### config.mk
export PLATFORM = sky130hd
export DESIGN_NAME = kp_scan_top
export DESIGN_NICKNAME = d
export VERILOG_FILES = /design/src/rtl/kp_pkg.sv /design/src/rtl/kp_col_sel.sv /design/src/rtl/kp_evt_pick.sv /design/src/rtl/kp_key_track.sv /design/src/rtl/kp_scan_top.sv
export SDC_FILE = /design/constraint.sdc
export NUM_CORES = 1
export LEC_CHECK = 0
export BUFFER_PORTS_ARGS = -buffer_cell sky130_fd_sc_hd__clkbuf_2
export CORE_MARGIN = 2
export CORE_UTILIZATION = 30
export CTS_BUF_LIST = sky130_fd_sc_hd__clkbuf_2
export DETAILED_ROUTE_END_ITERATION = 8
export GPL_TIMING_DRIVEN = 0
export PLACE_DENSITY = 0.5
export SLEW_MARGIN = 10
export SYNTH_ARGS = -nofsm -noshare
export SYNTH_HDL_FRONTEND = slang
export SYNTH_SLANG_ARGS = --single-unit
### constraint.sdc
create_clock -name clk -period 8.6 [get_ports clk]
set_input_delay 0.43 -clock clk [delete_from_list [all_inputs] [get_ports clk]]
set_output_delay 0.43 -clock clk [all_outputs]
set_load 0.02 [all_outputs]
### src/rtl/kp_pkg.sv
package kp_pkg;

    typedef enum logic [2:0] {
        ST_IDLE   = 3'd0,
        ST_WAIT   = 3'd1,
        ST_SAMPLE = 3'd2,
        ST_EMIT   = 3'd3,
        ST_DONE   = 3'd4
    } kp_state_e;

    localparam int EVT_W  = 8;
    localparam int CODE_W = 7;

endpackage

### src/rtl/kp_col_sel.sv
module kp_col_sel #(
    parameter int NUM_COLS = 10,
    parameter int CIDX_W   = 4
) (
    input  logic                all_drive,
    input  logic                one_drive,
    input  logic [CIDX_W-1:0]   col_idx,
    input  logic [NUM_COLS-1:0] col_en,
    output logic [NUM_COLS-1:0] col_drive
);

    for (genvar c = 0; c < NUM_COLS; c++) begin : g_col
        assign col_drive[c] = col_en[c] &
                              (all_drive | (one_drive & (col_idx == CIDX_W'(c))));
    end

endmodule

### src/rtl/kp_evt_pick.sv
module kp_evt_pick #(
    parameter int NUM_ROWS = 8,
    parameter int RIDX_W   = 3
) (
    input  logic [NUM_ROWS-1:0] pend,
    output logic                found,
    output logic [RIDX_W-1:0]   idx,
    output logic [NUM_ROWS-1:0] pick_oh
);

    always_comb begin
        found   = 1'b0;
        idx     = '0;
        pick_oh = '0;
        for (int r = NUM_ROWS - 1; r >= 0; r--) begin
            if (pend[r]) begin
                found   = 1'b1;
                idx     = RIDX_W'(r);
                pick_oh = '0;
                pick_oh[r] = 1'b1;
            end
        end
    end

endmodule

### src/rtl/kp_key_track.sv
module kp_key_track #(
    parameter int NUM_ROWS = 8,
    parameter int NUM_COLS = 10,
    parameter int CIDX_W   = 4
) (
    input  logic                clk,
    input  logic                rst_n,
    input  logic                upd,
    input  logic [CIDX_W-1:0]   col_idx,
    input  logic [NUM_ROWS-1:0] raw,
    output logic [NUM_ROWS-1:0] press_vec,
    output logic [NUM_ROWS-1:0] rel_vec,
    output logic                any_active
);

    logic [NUM_COLS-1:0][NUM_ROWS-1:0] prev_q, prev_d;
    logic [NUM_COLS-1:0][NUM_ROWS-1:0] stab_q, stab_d;
    logic [NUM_ROWS-1:0] cur_prev, cur_stab;

    always_comb begin
        cur_prev = '0;
        cur_stab = '0;
        for (int c = 0; c < NUM_COLS; c++) begin
            if (col_idx == CIDX_W'(c)) begin
                cur_prev = prev_q[c];
                cur_stab = stab_q[c];
            end
        end
        // two agreeing samples flip the debounced state
        press_vec  = raw & cur_prev & ~cur_stab;
        rel_vec    = ~raw & ~cur_prev & cur_stab;
        any_active = (|prev_q) | (|stab_q);

        prev_d = prev_q;
        stab_d = stab_q;
        for (int c = 0; c < NUM_COLS; c++) begin
            if (upd && (col_idx == CIDX_W'(c))) begin
                prev_d[c] = raw;
                stab_d[c] = (cur_stab | press_vec) & ~rel_vec;
            end
        end
    end

    always_ff @(posedge clk or negedge rst_n) begin
        if (!rst_n) begin
            prev_q <= '0;
            stab_q <= '0;
        end else begin
            prev_q <= prev_d;
            stab_q <= stab_d;
        end
    end

    for (genvar c = 0; c < NUM_COLS; c++) begin : g_ac
        for (genvar r = 0; r < NUM_ROWS; r++) begin : g_ar
            AST_PRESS_TWO_SAMPLES: assert property (@(posedge clk) disable iff (!rst_n)
                $rose(stab_q[c][r]) |-> $past(prev_q[c][r]));
            AST_RELEASE_TWO_SAMPLES: assert property (@(posedge clk) disable iff (!rst_n)
                $fell(stab_q[c][r]) |-> !$past(prev_q[c][r]));
        end
    end

endmodule

### src/rtl/kp_scan_top.sv
module kp_scan_top
    import kp_pkg::*;
#(
    parameter int NUM_ROWS = 8,
    parameter int NUM_COLS = 10
) (
    input  logic                clk,
    input  logic                rst_n,
    input  logic [NUM_ROWS-1:0] row_in,
    input  logic [NUM_ROWS-1:0] row_en,
    input  logic [NUM_COLS-1:0] col_en,
    input  logic                scan_tick,
    output logic [NUM_COLS-1:0] col_drive,
    output logic                evt_valid,
    output logic [EVT_W-1:0]    evt_data
);

    localparam int CIDX_W   = (NUM_COLS > 1) ? $clog2(NUM_COLS) : 1;
    localparam int RIDX_W   = (NUM_ROWS > 1) ? $clog2(NUM_ROWS) : 1;
    localparam int NUM_KEYS = NUM_ROWS * NUM_COLS;
    localparam logic [CIDX_W-1:0] LAST_COL = CIDX_W'(NUM_COLS - 1);

    typedef struct packed {
        kp_state_e             st;
        logic [CIDX_W-1:0]     col;
        logic [NUM_ROWS-1:0]   pend_press;
        logic [NUM_ROWS-1:0]   pend_rel;
        logic                  ev_v;
        logic [EVT_W-1:0]      ev_d;
    } scan_regs_t;

    scan_regs_t r_q, r_d;

    logic                col_on;
    logic [NUM_ROWS-1:0] raw;
    logic                wake;
    logic                upd;
    logic [NUM_ROWS-1:0] press_vec, rel_vec;
    logic                any_active;
    logic                pick_found;
    logic [RIDX_W-1:0]   pick_idx;
    logic [NUM_ROWS-1:0] pick_oh;
    logic [NUM_ROWS-1:0] pend_all, pend_rest;
    logic                pick_press;
    logic [CODE_W-1:0]   pick_code;
    logic                all_drive, one_drive;

    always_comb begin
        col_on = 1'b0;
        for (int c = 0; c < NUM_COLS; c++) begin
            if (r_q.col == CIDX_W'(c)) col_on = col_en[c];
        end
    end

    assign raw       = ~row_in & row_en & {NUM_ROWS{col_on}};
    assign wake      = |(~row_in & row_en);
    assign upd       = (r_q.st == ST_SAMPLE);
    assign all_drive = (r_q.st == ST_IDLE) || (r_q.st == ST_WAIT);
    assign one_drive = (r_q.st == ST_SAMPLE) || (r_q.st == ST_EMIT);
    assign pend_all  = r_q.pend_press | r_q.pend_rel;
    assign pend_rest = pend_all & ~pick_oh;
    assign pick_press = |(r_q.pend_press & pick_oh);

    always_comb begin
        int code_i;
        code_i    = int'(pick_idx) * NUM_COLS + int'(r_q.col) + 1;
        pick_code = CODE_W'(code_i);
    end

    kp_col_sel #(.NUM_COLS(NUM_COLS), .CIDX_W(CIDX_W)) u_col_sel (
        .all_drive (all_drive),
        .one_drive (one_drive),
        .col_idx   (r_q.col),
        .col_en    (col_en),
        .col_drive (col_drive)
    );

    kp_key_track #(.NUM_ROWS(NUM_ROWS), .NUM_COLS(NUM_COLS), .CIDX_W(CIDX_W)) u_track (
        .clk        (clk),
        .rst_n      (rst_n),
        .upd        (upd),
        .col_idx    (r_q.col),
        .raw        (raw),
        .press_vec  (press_vec),
        .rel_vec    (rel_vec),
        .any_active (any_active)
    );

    kp_evt_pick #(.NUM_ROWS(NUM_ROWS), .RIDX_W(RIDX_W)) u_pick (
        .pend    (pend_all),
        .found   (pick_found),
        .idx     (pick_idx),
        .pick_oh (pick_oh)
    );

    always_comb begin
        r_d      = r_q;
        r_d.ev_v = 1'b0;
        unique case (r_q.st)
            ST_IDLE: begin
                if (wake) r_d.st = ST_WAIT;
            end
            ST_WAIT: begin
                if (scan_tick) begin
                    r_d.st  = ST_SAMPLE;
                    r_d.col = '0;
                end
            end
            ST_SAMPLE: begin
                r_d.pend_press = press_vec;
                r_d.pend_rel   = rel_vec;
                if (|(press_vec | rel_vec)) begin
                    r_d.st = ST_EMIT;
                end else if (r_q.col == LAST_COL) begin
                    r_d.st = ST_DONE;
                end else begin
                    r_d.col = r_q.col + 1'b1;
                end
            end
            ST_EMIT: begin
                if (pick_found) begin
                    r_d.ev_v = 1'b1;
                    r_d.ev_d = {pick_press, pick_code};
                end
                r_d.pend_press = r_q.pend_press & ~pick_oh;
                r_d.pend_rel   = r_q.pend_rel & ~pick_oh;
                if (pend_rest == '0) begin
                    if (r_q.col == LAST_COL) begin
                        r_d.st = ST_DONE;
                    end else begin
                        r_d.st  = ST_SAMPLE;
                        r_d.col = r_q.col + 1'b1;
                    end
                end
            end
            ST_DONE: begin
                r_d.st = any_active ? ST_WAIT : ST_IDLE;
            end
            default: r_d.st = ST_IDLE;
        endcase
    end

    always_ff @(posedge clk or negedge rst_n) begin
        if (!rst_n) r_q <= '0;
        else        r_q <= r_d;
    end

    assign evt_valid = r_q.ev_v;
    assign evt_data  = r_q.ev_d;

    AST_WAKE_NEEDS_ROW: assert property (@(posedge clk) disable iff (!rst_n)
        (r_q.st == ST_WAIT && $past(r_q.st) == ST_IDLE) |-> $past(wake));
    AST_SCAN_STARTS_ON_TICK: assert property (@(posedge clk) disable iff (!rst_n)
        (r_q.st == ST_SAMPLE && $past(r_q.st) == ST_WAIT) |-> $past(scan_tick));
    AST_ONE_COLUMN: assert property (@(posedge clk) disable iff (!rst_n)
        (r_q.st == ST_SAMPLE) |-> $onehot0(col_drive));
    AST_CODE_RANGE: assert property (@(posedge clk) disable iff (!rst_n)
        evt_valid |-> (evt_data[6:0] != '0 && int'(evt_data[6:0]) <= NUM_KEYS));
    AST_QUIET_NO_EVENT: assert property (@(posedge clk) disable iff (!rst_n)
        (r_q.st == ST_IDLE) |-> !evt_valid);

endmodule

==> results.txt <==
The flow ran to the end, and the final reports show no timing, DRC or antenna violations. For the combined global-route utilization of all metal layers, the log shows 24.6%. The remaining number of nets flagged by the antenna check after routing is 0, and the distinct cell type count of the synthesized netlist is 79. For flop-to-flop paths, the worst setup slack is 3.51 ns. Wires add up to 43900 um. Port buffering added 47 buffers.

The via count of the first global-routing pass is 9730. The die covers 36300 sq um. The maximum fanout count along the critical path was 10; the maximum clock skew at final layout was 0.0599 ns. The clock passes through at most 2 buffers. The die is 190 um tall. Once the floorplan was initialized, standard cells occupied 30.3% of the core.

After layout, the worst path uses 59.2% of the clock period. The vias after detailed routing is 10.2k. For this run, the register share of the synthesized area comes to 46.1%. Worst hold slack after final layout: 0.110 ns. The setup TNS after final layout was 0 ns. Proportion of register bits with asynchronous set or reset after synthesis: 100%. Setup violations remaining at the end of the flow were counted as 0.

Across all setup checks in the final design, the least slack found is 3.51 ns. By area the synthesized netlist is led by sky130_fd_sc_hd__dfrtp_1 (46%), sky130_fd_sc_hd__o21ai_0 (9.9%), sky130_fd_sc_hd__nand2_1 (7.7%). The DRC violations left is 0, and the post-cts gate resize count is 0.

For the worst setup path, the data arrival time is 5.90 ns. For this run, the post-layout net count is 1312. The wire length per cell after detailed routing is 25.2 um. Slew at the pin closest to its max-slew limit: 1.25 ns.

Cell taking the most area after synthesis: sky130_fd_sc_hd__dfrtp_1. Summed over its instances, the top area cell type makes up 46.1% of the synthesized netlist area. The synthesized design contains 0 enable-type register cells.

The min-delay analysis places its worst path in the category input port to register. Counting every sink on the clock net gives 192. The average cell area after synthesis was 8.75 sq um. The synthesis-to-finish area growth works out to 11.9%.

TritonCTS built the clock tree. For the estimated wirelength of the detail-placed design, the log shows 32600 um. The tools report the count of maximum capacitance violations as 0. In the final layout, flip-flops and latches occupy 4800 sq um.

Summed over all cells, the static leakage comes to 4.91 nW. Setup repair after global routing left no endpoint under its margin. The tree is rooted in a sky130_fd_sc_hd__clkbuf_2.

Synthesis handed over a netlist of 1192 instances. The routability congestion estimate was 0.971; the global-route congestion overflow total was 0. The number of antenna violations at the first check in global routing came out at 2. Placeable core region: 34400 sq um.

In this run the count of I/O pins placed on the die edge is 48. The logs give 0 for the number of warnings printed during yosys synthesis and 11300 sq um for the standard cell area after detailed placement. Counting cells, the worst reg-to-reg path comes to 15. Summing all non-filler instances in the final layout gives an area of 11700 sq um.

Buffers inserted during clock tree synthesis total 17. The number of max-slew violations in the final report was 0; the ratio of routed vias to standard cells was 5.83. The ratio of total power to cell area came out at 429 nW/um^2. The post-route non-filler standard cell count came out at 1743. The count of filler cells inserted in the layout is 3697, and the number of setup buffers added after CTS is 0. After detailed placement, the design holds a cell count of 1697.

The number of stages on the worst hold path works out to 5. In this run, synthesis produced a sequential element count of 192. The floorplan has 68 rows. The worst setup path is of the register to register kind.

The later-pin clock latency in the skew report was 0.91 ns. The leading cell type in the layout, fill and taps excluded was sky130_fd_sc_hd__nand2_1. The overall die width works out to 190 um.

The first routing iteration left 1237 violations. The length of the first detailed-routing pass in iterations came out at 6. The proportion of layout cells with a drive suffix above 1 is 11.2%, and the clock-pin slew reported for the worst setup and hold paths after clock tree synthesis is 0.29 ns. The H-tree depth came out at 4. The area taken by multi-input logic gates is 5140 sq um, and the maximum frequency from static timing analysis is 0.196 GHz.

Entering global routing, the biggest net connects 92 pins. The worst setup slack after placement was 3.69 ns. The data required time of the critical path was 9.41 ns. The clock period minus final worst setup slack came out at 5.09 ns.

The number of hold violations in the final report came out at 0. The worst pin sits at a relative slew slack of 16.1%. The first global-routing pass estimated 65100 um of wire. IR analysis of the VDD net gives a maximum drop of 0.128 mV. Leaving out fill and tap cells, the most frequent cells in the layout are sky130_fd_sc_hd__nand2_1 (215), sky130_fd_sc_hd__o21ai_0 (207), sky130_fd_sc_hd__dfrtp_1 (192), sky130_fd_sc_hd__a21oi_1 (69), sky130_fd_sc_hd__clkbuf_2 (63). The cell area after synthesis was 10400 sq um. The most instantiated flip-flop cell in the synthesis netlist was sky130_fd_sc_hd__dfrtp_1.

The launching element type of the critical path was a register. The worst setup path is captured at a register. The number of nets in the synthesized netlist is 1232.
## metal layers
layer / global-route usage (%) / share of wire [%] / up-vias
met4: 12.5 / 5.0 / 0
met5: 0 / 0 / -
met3: 4.29 / 7.7 / 99
met2: 37.9 / 44 / 515
li1: - / - / 4504
met1: 33.1 / 43 / 5041
## worst max-delay path: stages, from the launching register on
cell and delay, ns:
sky130_fd_sc_hd__dfrtp_1 0.56, sky130_fd_sc_hd__inv_1 0.17, sky130_fd_sc_hd__ha_1 0.16, sky130_fd_sc_hd__buf_2 0.22, sky130_fd_sc_hd__clkbuf_1 0.55, sky130_fd_sc_hd__clkbuf_1 0.60
sky130_fd_sc_hd__a21oi_1 0.18, sky130_fd_sc_hd__o2bb2ai_1 0.27, sky130_fd_sc_hd__a211oi_1 0.16, sky130_fd_sc_hd__a221oi_1 0.73, sky130_fd_sc_hd__a21oi_1 0.20, sky130_fd_sc_hd__a2bb2oi_1 0.20
sky130_fd_sc_hd__nand4_1 0.20, sky130_fd_sc_hd__o31ai_4 0.46, sky130_fd_sc_hd__a211oi_1 0.13, sky130_fd_sc_hd__a211o_1 0.25
## metrics by stage
stage	power (W)	util (%)
floorplan	0.00333	-
global placement	0.00443	32.7
detailed placement	0.00447	32.9
CTS	0.00493	33.9
global route	0.00531	34.0
finish	0.00500	34.0
## area by class of cell
class	instances	area share, %
Antenna cell	3	0.0643
Multi-Input combinational cell	893	44.0
Buffer	90	3.67
Clock inverter	15	1.23
Clock buffer	17	0.729
Tap cell	455	4.88
Sequential cell	192	41.2
Inverter	17	0.547
Timing Repair Buffer	61	3.69
## path summary, 6_finish.rpt
path / startpoint / endpoint
min reg2reg: evt_data[1] / evt_data[1]
min: row_in[2] / r_q[19]
min in group asynchronous: rst_n / u_track.stab_q[18]
max in group asynchronous: rst_n / u_track.prev_q[58]
max: r_q[25] / r_q[27]
max reg2reg: r_q[25] / r_q[27]
## cells in the mapped netlist (all sizes together) (11+ instances only)
| cell type | n |
|---|---|
| o2bb2ai | 16 |
| o21ai | 210 |
| a22o | 12 |
| clkbuf | 59 |
| a221oi | 14 |
| nand2 | 215 |
| o22ai | 11 |
| dfrtp | 192 |
| nand2b | 17 |
| nor4 | 47 |
| a21oi | 69 |
| nor2 | 46 |
| inv | 15 |
| nor2b | 39 |
| nand3 | 25 |
| buf | 31 |
## report_power, final
part / leakage [nW] / switching (W) / total [W] / internal, W
clock network: 0.134 / 0.000370 / 0.000463 / 0.0000926
logic: 2.35 / 0.00186 / 0.00278 / 0.000917
registers: 2.42 / 0.000482 / 0.00176 / 0.00128
total: 4.91 / 0.00271 / 0.00500 / 0.00229
## state kept, by name, summed over array words and instances, names as in the netlist
| name | count |
|---|---|
| evt_data | 8 |
| evt_valid | 1 |
| r_q | 23 |
| u_track.prev_q | 80 |
| u_track.stab_q | 80 |
## timing repair
action / CTS / global route
endpoints found under the setup margin: 0 / 0
hold buffers: 11 / 0
hold endpoints to repair: 105 / 0
## kinds of logic (layout without fill, tap and decap cells)
family,count (synthesis),after routing,share of synthesized area (%)
AND/OR/NAND/NOR,441,441,20.7
AO/OA/AOI/OAI,420,420,25.1
flip-flops,192,192,46.1
buffers and inverters,107,200,4.71
adder cells (fa/ha/maj),15,15,1.78
multiplexers,12,12,1.27
XOR/XNOR,5,5,0.420
other,0,3,0
Power figures use the tool's default switching activity.
